==> src/rtl/ber_pkg.sv <==
`timescale 1ns/1ps
// Package: shared symbol type and widths for the aligned bit-error counter.
// Assumes two bits per symbol; widths derive from SYM_W.
package ber_pkg;
    localparam int SYM_W = 2;
    localparam int INC_W = $clog2(SYM_W + 1);

    typedef struct packed {
        logic             vld;
        logic [SYM_W-1:0] bits;
    } ber_sym_t;
endpackage

==> src/rtl/ber_ref_delay.sv <==
`timescale 1ns/1ps
// Module: ber_ref_delay
// Delays a reference symbol and its valid flag by DEPTH clock cycles.
// Assumes DEPTH equals the datapath latency; DEPTH = 0 passes straight through.
module ber_ref_delay
    import ber_pkg::*;
#(
    parameter int DEPTH = 3
) (
    input  logic     clk,
    input  logic     rst_n,
    input  ber_sym_t sym_in,
    output ber_sym_t sym_out
);
    generate
        if (DEPTH == 0) begin : g_pass
            assign sym_out = sym_in;
        end else begin : g_shift
            ber_sym_t stg_q [DEPTH];

            // First stage captures the incoming reference; reset empties it.
            always_ff @(posedge clk) begin
                if (!rst_n) stg_q[0] <= '0;
                else        stg_q[0] <= sym_in;
            end

            AST_STAGE0_LOAD: assert property (@(posedge clk) disable iff (!rst_n)
                1'b1 |=> stg_q[0] == $past(sym_in));

            for (genvar i = 1; i < DEPTH; i++) begin : g_stage
                // Each later stage takes the previous stage's value.
                always_ff @(posedge clk) begin
                    if (!rst_n) stg_q[i] <= '0;
                    else        stg_q[i] <= stg_q[i-1];
                end

                AST_STAGE_SHIFT: assert property (@(posedge clk) disable iff (!rst_n)
                    1'b1 |=> stg_q[i] == $past(stg_q[i-1]));
            end

            assign sym_out = stg_q[DEPTH-1];
        end
    endgenerate
endmodule

==> src/rtl/ber_sym_compare.sv <==
`timescale 1ns/1ps
// Module: ber_sym_compare
// Decides whether a symbol is counted and how many of its bits differ.
// Assumes the reference input is already aligned with the decision.
module ber_sym_compare
    import ber_pkg::*;
(
    input  ber_sym_t          ref_sym,
    input  logic              dec_vld,
    input  logic [SYM_W-1:0]  dec_bits,
    output logic              hit,
    output logic [INC_W-1:0]  err_inc,
    output logic [INC_W-1:0]  bit_inc
);
    logic [SYM_W-1:0] diff;

    // Count a symbol only when both sides are valid; popcount the XOR.
    always_comb begin
        hit     = dec_vld & ref_sym.vld;
        diff    = ref_sym.bits ^ dec_bits;
        err_inc = '0;
        for (int i = 0; i < SYM_W; i++) begin
            err_inc = err_inc + INC_W'(diff[i]);
        end
        bit_inc = INC_W'(SYM_W);
    end
endmodule

==> src/rtl/ber_sat_counter.sv <==
`timescale 1ns/1ps
// Module: ber_sat_counter
// Accumulating counter with synchronous clear that stops at all ones.
// Assumes clr has priority over en; inc is at most 2**INC_W - 1.
module ber_sat_counter #(
    parameter int CNT_W = 32,
    parameter int INC_W = 2
) (
    input  logic             clk,
    input  logic             rst_n,
    input  logic             clr,
    input  logic             en,
    input  logic [INC_W-1:0] inc,
    output logic [CNT_W-1:0] cnt
);
    localparam logic [CNT_W-1:0] CNT_MAX = '1;

    logic [CNT_W:0]   sum;
    logic [CNT_W-1:0] nxt;

    // Widened add; a carry out means the result is clamped at full scale.
    always_comb begin
        sum = {1'b0, cnt} + {{(CNT_W + 1 - INC_W){1'b0}}, inc};
        nxt = sum[CNT_W] ? CNT_MAX : sum[CNT_W-1:0];
    end

    // Register update: reset, then clear, then enabled accumulate.
    always_ff @(posedge clk) begin
        if (!rst_n)   cnt <= '0;
        else if (clr) cnt <= '0;
        else if (en)  cnt <= nxt;
    end

    AST_CLR_ZERO: assert property (@(posedge clk) disable iff (!rst_n)
        clr |=> cnt == '0);
    AST_NO_WRAP: assert property (@(posedge clk) disable iff (!rst_n)
        !clr |=> cnt >= $past(cnt));
    AST_FULL_STICKS: assert property (@(posedge clk) disable iff (!rst_n)
        (!clr && cnt == CNT_MAX) |=> cnt == CNT_MAX);
    AST_IDLE_HOLD: assert property (@(posedge clk) disable iff (!rst_n)
        (!clr && !en) |=> $stable(cnt));
endmodule

==> src/rtl/ber_align_counter.sv <==
`timescale 1ns/1ps
// Module: ber_align_counter (top)
// Aligns transmitted reference symbols to hard decisions through a delay line,
// then accumulates differing bits and compared bits in saturating counters.
// Assumes REF_DELAY matches the latency between tx and rx strobes.
module ber_align_counter
    import ber_pkg::*;
#(
    parameter int REF_DELAY = 3,
    parameter int CNT_W     = 32
) (
    input  logic             clk,
    input  logic             rst_n,
    input  logic             clr,
    input  logic             tx_vld,
    input  logic [1:0]       tx_sym,
    input  logic             rx_vld,
    input  logic [1:0]       rx_sym,
    output logic [CNT_W-1:0] err_bits,
    output logic [CNT_W-1:0] total_bits
);
    localparam logic [CNT_W-1:0] CNT_MAX  = '1;
    localparam logic [CNT_W-1:0] STEP_TOT = CNT_W'(SYM_W);

    ber_sym_t         ref_in;
    ber_sym_t         ref_aln;
    logic             hit;
    logic [INC_W-1:0] err_inc;
    logic [INC_W-1:0] bit_inc;

    // Bundle the reference input with its strobe.
    always_comb begin
        ref_in.vld  = tx_vld;
        ref_in.bits = tx_sym;
    end

    ber_ref_delay #(.DEPTH(REF_DELAY)) u_delay (
        .clk     (clk),
        .rst_n   (rst_n),
        .sym_in  (ref_in),
        .sym_out (ref_aln)
    );

    ber_sym_compare u_cmp (
        .ref_sym  (ref_aln),
        .dec_vld  (rx_vld),
        .dec_bits (rx_sym),
        .hit      (hit),
        .err_inc  (err_inc),
        .bit_inc  (bit_inc)
    );

    ber_sat_counter #(.CNT_W(CNT_W), .INC_W(INC_W)) u_err_cnt (
        .clk   (clk),
        .rst_n (rst_n),
        .clr   (clr),
        .en    (hit),
        .inc   (err_inc),
        .cnt   (err_bits)
    );

    ber_sat_counter #(.CNT_W(CNT_W), .INC_W(INC_W)) u_tot_cnt (
        .clk   (clk),
        .rst_n (rst_n),
        .clr   (clr),
        .en    (hit),
        .inc   (bit_inc),
        .cnt   (total_bits)
    );

    AST_ERR_LE_TOTAL: assert property (@(posedge clk) disable iff (!rst_n)
        1'b1 |=> err_bits <= total_bits);
    AST_ERR_STEP: assert property (@(posedge clk) disable iff (!rst_n)
        !clr |=> (err_bits - $past(err_bits)) <= CNT_W'(SYM_W));
    AST_TOTAL_STEP: assert property (@(posedge clk) disable iff (!rst_n)
        (!clr && hit && total_bits <= CNT_MAX - STEP_TOT)
        |=> total_bits == $past(total_bits) + STEP_TOT);
    AST_CLEAN_NO_ERR: assert property (@(posedge clk) disable iff (!rst_n)
        (!clr && hit && rx_sym == ref_aln.bits) |=> $stable(err_bits));
    AST_RESET_ZERO: assert property (@(posedge clk)
        !rst_n |=> (err_bits == '0 && total_bits == '0));
endmodule

==> config.mk <==
export PLATFORM = sky130hd
export DESIGN_NAME = ber_align_counter
export DESIGN_NICKNAME = d
export VERILOG_FILES = /design/src/rtl/ber_pkg.sv /design/src/rtl/ber_ref_delay.sv /design/src/rtl/ber_sym_compare.sv /design/src/rtl/ber_sat_counter.sv /design/src/rtl/ber_align_counter.sv
export SDC_FILE = /design/constraint.sdc
export NUM_CORES = 1
export LEC_CHECK = 0
export BUFFER_PORTS_ARGS = -buffer_cell sky130_fd_sc_hd__buf_4
export CAP_MARGIN = 20
export CORE_ASPECT_RATIO = 0.7
export CORE_MARGIN = 2
export CORE_UTILIZATION = 49
export DETAILED_ROUTE_END_ITERATION = 7
export PLACE_DENSITY = 0.73
export SKIP_CTS_REPAIR_TIMING = 1
export SYNTH_ARGS = -nofsm -noshare
export SYNTH_HDL_FRONTEND = slang
export SYNTH_SLANG_ARGS = --single-unit
==> constraint.sdc <==
create_clock -name clk -period 2.3 [get_ports clk]
set_clock_uncertainty 0.15 [all_clocks]
set_input_delay 0.23 -clock clk [delete_from_list [all_inputs] [get_ports clk]]
set_output_delay 0.23 -clock clk [all_outputs]
set_load 0.01 [all_outputs]
# Word level (Yosys, flattened, before mapping)
# Memories as Yosys holds them, arrays and structs flattened.
# Cells that the tools add are included.
classes:
  reduce_logical: 1
  mux: 7
  bitwise_logic: 6
  add_sub_neg: 3
op_table:
  columns: ["operator", "n"]
  rows:
  - ["$mux W32", 2]
  - ["$add A32 B2 Y33", 1]
  - ["$add A32 B2 Y33 const B", 1]
  - ["$mux W3", 3]
  - ["$or A1 B1 Y1", 3]
  - ["$add A1 B1 Y2", 1]
  - ["$mux W1", 2]
  - ["$reduce_or A2 Y1", 1]
  - ["$xor A2 B2 Y2", 1]
  - ["$and A1 B1 Y1", 1]
  - ["$not A1 Y1", 1]
totals:
  mem_count: 1
  reg_bits: 64
  out_inout_bits: 64
  ram_bits: 9
memory_table:
  columns: ["name", "depth", "word_bits", "read_ports", "rd_ports_with_merged_regs", "write_ports", "line", "text"]
  rows:
  - ["u_delay.g_shift.stg_q", 3, 3, 3, 0, 3, "ber_ref_delay.sv:19", "ber_sym_t stg_q [DEPTH];"]

# Depth between registers and ports, before layout
# Gate-level depths: netlist (run 1).
# An unclocked memory read counts as a cell.
logic_depth:
  ltp_word: 5
  ltp_mapped: 11

# By module
# From an unflattened synthesis (run 1), not the netlist that was laid out.
unflattened:
  cells_unflattened: 392
  area_unflattened_um2: 3803.6
modules_own_cells:
  columns: ["module", "n_inst", "cells_per_inst", "area_per_inst_um2"]
  rows:
  - ["ber_sat_counter", 2, 183, 1754.2]
  - ["ber_ref_delay", 1, 18, 236.5]
  - ["ber_sym_compare", 1, 8, 58.8]

# Worst setup path after synthesis (run 1)
# No wires, ideal clock.
synth_path:
  kind: "flip-flop to flip-flop"
  start: "register u_err_cnt.cnt[0]"
  end: "register u_err_cnt.cnt[0]"
  path_slack_ps: -69
  setup_time_ps: 71
  arrival_time_ps: 2148
  path_stages_with_launch: 12
  period_less_slack_ps: 2369
  path_cell_list: "dfxtp_1 > inv_1 > fa_1 > inv_1 > ha_1 > and3_1 > clkbuf_1 > and3_1 > buf_4 > nand3_4 > buf_6 > a21oi_2"
synth_between:
  elab_chain_len: 2
synth_rtl:
  columns: ["element", "line", "text"]
  rows:
  - ["start, declared", "ber_sat_counter.sv:14", "output logic [CNT_W-1:0] cnt"]
  - ["start signal, assigned", "ber_sat_counter.sv:31", "else if (en) cnt <= nxt;"]
  - ["$add A32 B2 Y33", "ber_sat_counter.sv:23", "sum = {1'b0, cnt} + {{(CNT_W + 1 - INC_W){1'b0}}, inc};"]
  - ["$mux W32", "ber_sat_counter.sv:24", "nxt = sum[CNT_W] ? CNT_MAX : sum[CNT_W-1:0];"]
# Every way passes these cells.
# A chain may end at the register's enable or synchronous reset.

==> results of run 1 <==
## synth_stat cells, drive strengths merged
library cell and count:
a211oi 1, a21o 1, a21oi 54, a311oi 4, a31o 1, a31oi 8
a41o 1, a41oi 1, and2 10, and3 14, and4 8, and4b 2
buf 9, clkbuf 11, dfxtp 73, fa 1, ha 2, inv 7
nand2 29, nand2b 1, nand3 16, nand3b 1, nand4 19, nor2 13
nor2b 1, nor3 12, nor3b 1, nor4 9, nor4bb 1, o21ai 6
or2 1, or3 1, xnor2 27, xor2 21
## worst paths after layout
path | depth (start not counted) | to | from
hold reg to reg | 1 | u_delay.g_shift.stg_q[1][2]$_SDFF_PN0_ | u_delay.g_shift.stg_q[0][2]$_SDFF_PN0_
setup / recovery | 9 | u_err_cnt.cnt[24]$_SDFFE_PP0P_ | u_delay.g_shift.stg_q[2][0]$_SDFF_PN0_
setup reg to reg | 9 | u_err_cnt.cnt[24]$_SDFFE_PP0P_ | u_delay.g_shift.stg_q[2][0]$_SDFF_PN0_
hold / removal | 2 | u_delay.g_shift.stg_q[2][0]$_SDFF_PN0_ | rst_n
## layout make-up
cell class	count	area [um^2]	share of cell area, %
inverter	7	26.3	0.588
tap	94	118	2.63
clock buffer	11	151	3.39
multi-input combinational	267	1830	40.9
clock inverter	5	77.6	1.74
timing repair buffer	98	807	18.1
sequential	73	1460	32.7
## routing by layer
| layer | up-vias | wire (um) |
|---|---|---|
| li1 | 1496 | - |
| met1 | 1457 | 3960 |
| met2 | 91 | 3870 |
| met3 | 10 | 574 |
| met4 | 0 | 70 |
| met5 | - | 0 |
## worst reg2reg max path: cells and delay by family (launching register included)
| kind | cells | cell delay [ns] |
|---|---|---|
| and+or+nand+nor | 3 | 0.46 |
| xor gates and xnor gates | 1 | 0.14 |
| buffers and inverters | 2 | 0.20 |
| DFF | 1 | 0.31 |
| AOI/OAI and AO/OA | 1 | 0.28 |
| adders and majority gates | 2 | 0.60 |
## power groups by stage
stage	clock network, mW	registers (mW)	logic, mW
2_1_floorplan	0	1.30	0.0331
3_3_place_gp	0	1.30	0.0577
3_5_place_dp	0	1.30	0.0581
4_1_cts	1.16	1.27	0.0586
5_1_grt	1.22	1.27	0.0685
6_report	1.14	1.27	0.0628
## metrics by stage
stage / worst slack, ns / hold slack (ns) / std cells / cell area (um^2)
after floorplan: 0.0149 / 0.207 / 367 / 3390
after global placement: 0.0355 / 0.264 / 533 / 4130
after detailed placement: -0.0418 / 0.268 / 533 / 4130
after CTS: -0.0123 / -0.0605 / 549 / 4350
after global routing: -0.0579 / 0.0228 / 555 / 4470
final: 0.0504 / 0.0187 / 555 / 4470
## kinds of logic after synthesis
logic type	after synthesis	synth area share (%)
fa+ha+maj	3	1.33
xor+xnor	48	12.4
buf+inv	27	3.76
compound gates	77	14.8
flops	73	43.1
simple gates	139	24.6
## state kept, by name (all words and copies together), names as in the netlist
register               flops
u_err_cnt.cnt             32
u_delay.g_shift.stg_q      9
u_tot_cnt.cnt             32
==> impl_results.md, run 1 <==
- Status: finished clean
- GRT met3 Usage: between 8 and 9%
- Grt met2 use: between 30% and 40%
- RePlAce Congestion: 0.822
- Rows: 25
- Buf/Inv on CP: 2
- DRC viols: 0
- Synthesized area: 0.00339 mm^2
- Utilization after layout: 66.4%
- Core area: 0.00673 mm^2
- Count of final setup violators: 0
- Clk Tree Root Cell: clkbuf_8
- Int Power: 1.96 mW
- H-tree levels: 3
- Initial antenna violation count: 0
- Share of cells above drive strength 1: 31.7%
- Initial core utilization: 50.4%
- CTS tree: done
- Die Span Y: approximately 74 um
- HP Class: in -> reg
- Slowest stage delay, CP: 0.42 ns
- # IOs: 73
- Slowest-stage cell, CP: fa_1
- Drt wl/cell: 15.3 um
- Sw Share: about a fifth
- P_leak: 1.69 nW
- Post-DP HPWL: approximately 5600 um
- Clock transition at the registers of the reported paths: about 0.08 ns
- First-pass GRT wire length: 12,800 um
- Combinational power share: 2.5%
- CP delay by family, top: adder cells
- Syn. warnings: 0
- Final #Nets: 468
- Via Count: between 3k and 4k
- Cell count after synthesis: between 300 and 400
- Critical path, cell by cell: xnor2_1 > fa_1 > inv_1 > ha_2 > and3_4 > and3_4 > buf_6 > nor2_1 > a311oi_2
- CP Data Required Time: 2.41 ns
- GRT overflow: 0
- Period Utilization, post-route: 97.8%
- Via/cell ratio: 5.50
- Cell taking the most area after synthesis: dfxtp_1
- Crit path top cell by count: and3_4
- Grt met1 use: 30.8%
- GRT busiest layer: met2
- Die Wd: 103 um
- Gr usage total: 21.9%
- Post-Syn Area per Cell: 9.24 um^2
- CP max FO: 8
- TritonRoute pass-1 iters: 4
- Pin count of the biggest net entering global routing: 27
- Power Total: 2.47 mW
- Antenna-violating nets left: 0
- Setup TNS: 0 ns
- Seq/Total Area, Yosys: about 43%
- Fillers: a little under 600
- CP Capture Type: register
- Die ar.: about 0.0076 mm^2
- Fmax: 445 MHz
- Worst EP arrival: 2.36 ns
- DRT Wirelength: approximately 8500 um
- Netlist cell types: 41
- Worst Tran Pin Value: 0.460 ns
- N_diodes: 0
- Reg2Reg Setup Slack: around 0.05 ns
- Maximum buffer depth of the clock tree: 2
- Clock power share: 46.1%
- Normalized max-slew margin: 69.3%
- Worst setup SP type: register
- Tmin final: 2.25 ns
- Worst-skew pair later-pin latency: 0.35 ns
- Commonest non-fill, non-tap cells in the layout: buf_4 (90), dfxtp_1 (72), a21oi_1 (34)
- FF+latch count, synth: 73
- Clock buffers created by TritonCTS: 9
- Syn Nets: around 380
- Clk sinks: 73
- Iteration-0 DRC Markers: 85
- Psw: between 0.5 and 0.6 mW
- VDD IR max: 0.342 mV
- Share of Yosys cell area claimed by the top area cell type: between 40 and 50%
- Critical path class: reg -> reg
- I/O Buffers: 72
- Final Hold Fails: 0
- Flop pwr share: 51.4%
- Vias in the first global route: about 2.7k
- Max Cap Viol: 0
- Area Growth Syn to Fin: 31.8%
- Pins over their slew limit: 0
- Commonest non-fill, non-tap cell in the layout: buf_4
- Synth top area cells: dfxtp_1 (43%), xnor2_1 (7.0%), xor2_1 (5.4%), a21oi_2 (5.2%), a21oi_1 (5.0%)
- Pwr/cell area: ~550 mW/mm^2
No activity file was read; power rests on OpenSTA's default activity.
==> inputs of run 2 (changes only) <==
--- a/config.mk
+++ b/config.mk
@@ -7,9 +7,11 @@
 export LEC_CHECK = 0
 export BUFFER_PORTS_ARGS = -buffer_cell sky130_fd_sc_hd__buf_4
 export CAP_MARGIN = 20
+export CELL_PAD_IN_SITES_DETAIL_PLACEMENT = 1
+export CELL_PAD_IN_SITES_GLOBAL_PLACEMENT = 1
 export CORE_ASPECT_RATIO = 0.7
 export CORE_MARGIN = 2
-export CORE_UTILIZATION = 49
+export CORE_UTILIZATION = 37
 export DETAILED_ROUTE_END_ITERATION = 7
 export PLACE_DENSITY = 0.73
 export SKIP_CTS_REPAIR_TIMING = 1
==> run 2 against run 1 <==
- non-clock buffer count increased by 4
- combinational power increased by 6.5%
- hold slack improved by 0.019 ns
- critical path type unchanged
- highest routed layer unchanged
- sequential share of layout area decreased by 0.68 points
- core utilization decreased by 16 points
- cell area increased by 2.0%
==> impl_results.md, run 2 (same netlist as run 1, synthesis figures left out) <==
- Slowest stage delay, CP: 0.43 ns (about the same)
- Crit path top cell by count: xnor2_1
- Die ar.: 0.00996 mm^2 (+31%)
- DRT Wirelength: 9510 um (+12%)
- Worst EP arrival: 2.24 ns (-0.12 ns)
- Final Hold Fails: 0 (unchanged)
- First-pass GRT wire length: 15,100 um (+18%)
- Die Span Y: 84.1 um (+14%)
- Initial antenna violation count: 0 (unchanged)
- Via Count: 3,088 (+1.1%)
- VDD IR max: 0.348 mV (+1.9%)
- Area Growth Syn to Fin: 34.5%
- CP Data Required Time: 2.36 ns (-0.05 ns)
- Iteration-0 DRC Markers: 168 (+98%)
- Final #Nets: 472 (+0.85%)
- Worst Tran Pin Value: 0.494 ns (+0.0338 ns)
- Worst setup SP type: register
- Initial core utilization: 37.7% (-13 points)
- HP Class: in -> reg
- GRT busiest layer: met2
- Count of final setup violators: 0 (unchanged)
- CTS tree: done
- GRT met3 Usage: 5.87% (-2.6 points)
- N_diodes: 0 (unchanged)
- TritonRoute pass-1 iters: 4 (unchanged)
- Status: finished clean
- Clock transition at the registers of the reported paths: 0.05 ns (-0.03 ns)
- Max Cap Viol: 0 (unchanged)
- Slowest-stage cell, CP: fa_2
- Antenna-violating nets left: 0 (unchanged)
- Maximum buffer depth of the clock tree: 2 (unchanged)
- Clock buffers created by TritonCTS: 9 (unchanged)
- Final cell count without fillers: 589 (+6.1%)
- Top Registers: u_err_cnt.cnt (32), u_tot_cnt.cnt (32), u_delay.g_shift.stg_q (9)
- Rows: 29 (+16%)
- I/O Buffers: 72 (unchanged)
- CP max FO: 4 (-4)
- Clk Tree Root Cell: clkbuf_16
- Tmin final: 2.18 ns (-0.0685 ns)
- Commonest non-fill, non-tap cells in the layout: buf_4 (97), dfxtp_1 (73), a21oi_1 (34)
- Pins over their slew limit: 0 (unchanged)
- P_leak: 1.71 nW (+1.5%)
- DRC viols: 0 (unchanged)
- Fin area: 0.00456 mm^2 (+2.0%)
- Commonest non-fill, non-tap cell in the layout: buf_4
- Unrepaired setup endpoints after global routing: false
- # IOs: 73 (unchanged)
- Critical path, cell by cell: xnor2_1 > fa_2 > inv_2 > ha_4 > nand4_1 > nor2_4 > and4_1 > xnor2_1 > a21oi_1
- Worst-skew pair later-pin latency: 0.33 ns (-0.02 ns)
- Post-DP Area: 0.00420 mm^2 (+1.9%)
- Post-DP HPWL: 6630 um (+18%)
- Pin count of the biggest net entering global routing: 28 (+3.7%)
- Clk sinks: 73 (unchanged)
- Fmax: 458 MHz (+3.1%)
- Via/cell ratio: 5.24 (-4.7%)
- Grt met1 use: 25.9% (-4.9 points)
- Share of cells above drive strength 1: 31.6% (-0.057 points)
- Placed Cells: 570 (+6.9%)
- H-tree levels: 3 (unchanged)
- Grt met2 use: 28.8% (-2.3 points)
- Pwr/cell area: 597 mW/mm^2 (+7.8%)
- GRT overflow: 0 (unchanged)
- Vias in the first global route: 2,948 (+9.6%)
- Core area: 0.00900 mm^2 (+34%)
- Drt wl/cell: 16.1 um (+5.7%)
- RePlAce Congestion: 0.753 (-8.4%)
- Normalized max-slew margin: 67.1% (-2.3 points)
- Period Utilization, post-route: 94.8% (-3.0 points)
- Die Wd: 118 um (+14%)
- CP Capture Type: register
- Critical path class: reg -> reg
- Gr usage total: 19.0% (-2.9 points)
-- run 2: final timing paths --
| kind | slack [ns] | end | cells past startpoint | startpoint |
|---|---|---|---|---|
| worst max-delay path | 0.12 | u_err_cnt.cnt[10]$_SDFFE_PP0P_ | 9 | u_delay.g_shift.stg_q[2][0]$_SDFF_PN0_ |
| worst min-delay path | 0.04 | u_delay.g_shift.stg_q[2][2]$_SDFF_PN0_ | 2 | rst_n |
| worst max register to register | 0.12 | u_err_cnt.cnt[10]$_SDFFE_PP0P_ | 9 | u_delay.g_shift.stg_q[2][0]$_SDFF_PN0_ |
| worst min register to register | 0.29 | u_delay.g_shift.stg_q[1][0]$_SDFF_PN0_ | 1 | u_delay.g_shift.stg_q[0][0]$_SDFF_PN0_ |
-- run 2: layer usage --
metal	wire [um]	up-vias
met5	0	-
met3	419	10
met1	4680	1521
li1	-	1505
met2	4310	52
met4	103	0
-- run 2: stage by stage --
stage | TNS (ns) | utilization, % | setup slack, ns | hold slack [ns] | total power [mW]
finish | 0 | 50.7 | 0.119 | 0.0378 | 2.72
floorplan | 0 | - | 0.0149 | 0.207 | 1.33
CTS | -0.784 | 49.9 | -0.137 | -0.0446 | 2.76
global route | 0 | 50.7 | 0.00919 | 0.0439 | 2.83
global placement | 0 | 46.7 | 0.0190 | 0.264 | 1.36
detailed placement | -0.420 | 46.7 | -0.118 | 0.271 | 1.36
-- run 2: critical path: cells and delay by family (launching register included) --
kind / cells / cell delay [ns]
flip-flops: 1 / 0.30
AO/OA/AOI/OAI: 1 / 0.08
XOR/XNOR: 2 / 0.28
adder cells (fa/ha/maj): 2 / 0.57
AND/OR/NAND/NOR: 3 / 0.60
buffers and inverters: 1 / 0.08
-- run 2: layout make-up --
type | count | area (um^2)
inverter | 7 | 26.3
clock inverter | 3 | 40.0
multi-input combinational | 267 | 1840
tap | 124 | 155
sequential | 73 | 1460
fill | 1080 | 4440
clock buffer | 13 | 250
timing repair buffer | 102 | 790
-- run 2: power by group --
group	switching, mW	total (mW)	internal, mW
sequential	0.00230	1.27	1.27
combinational	0.0394	0.0669	0.0275
clock	0.515	1.38	0.866
total	0.556	2.72	2.17
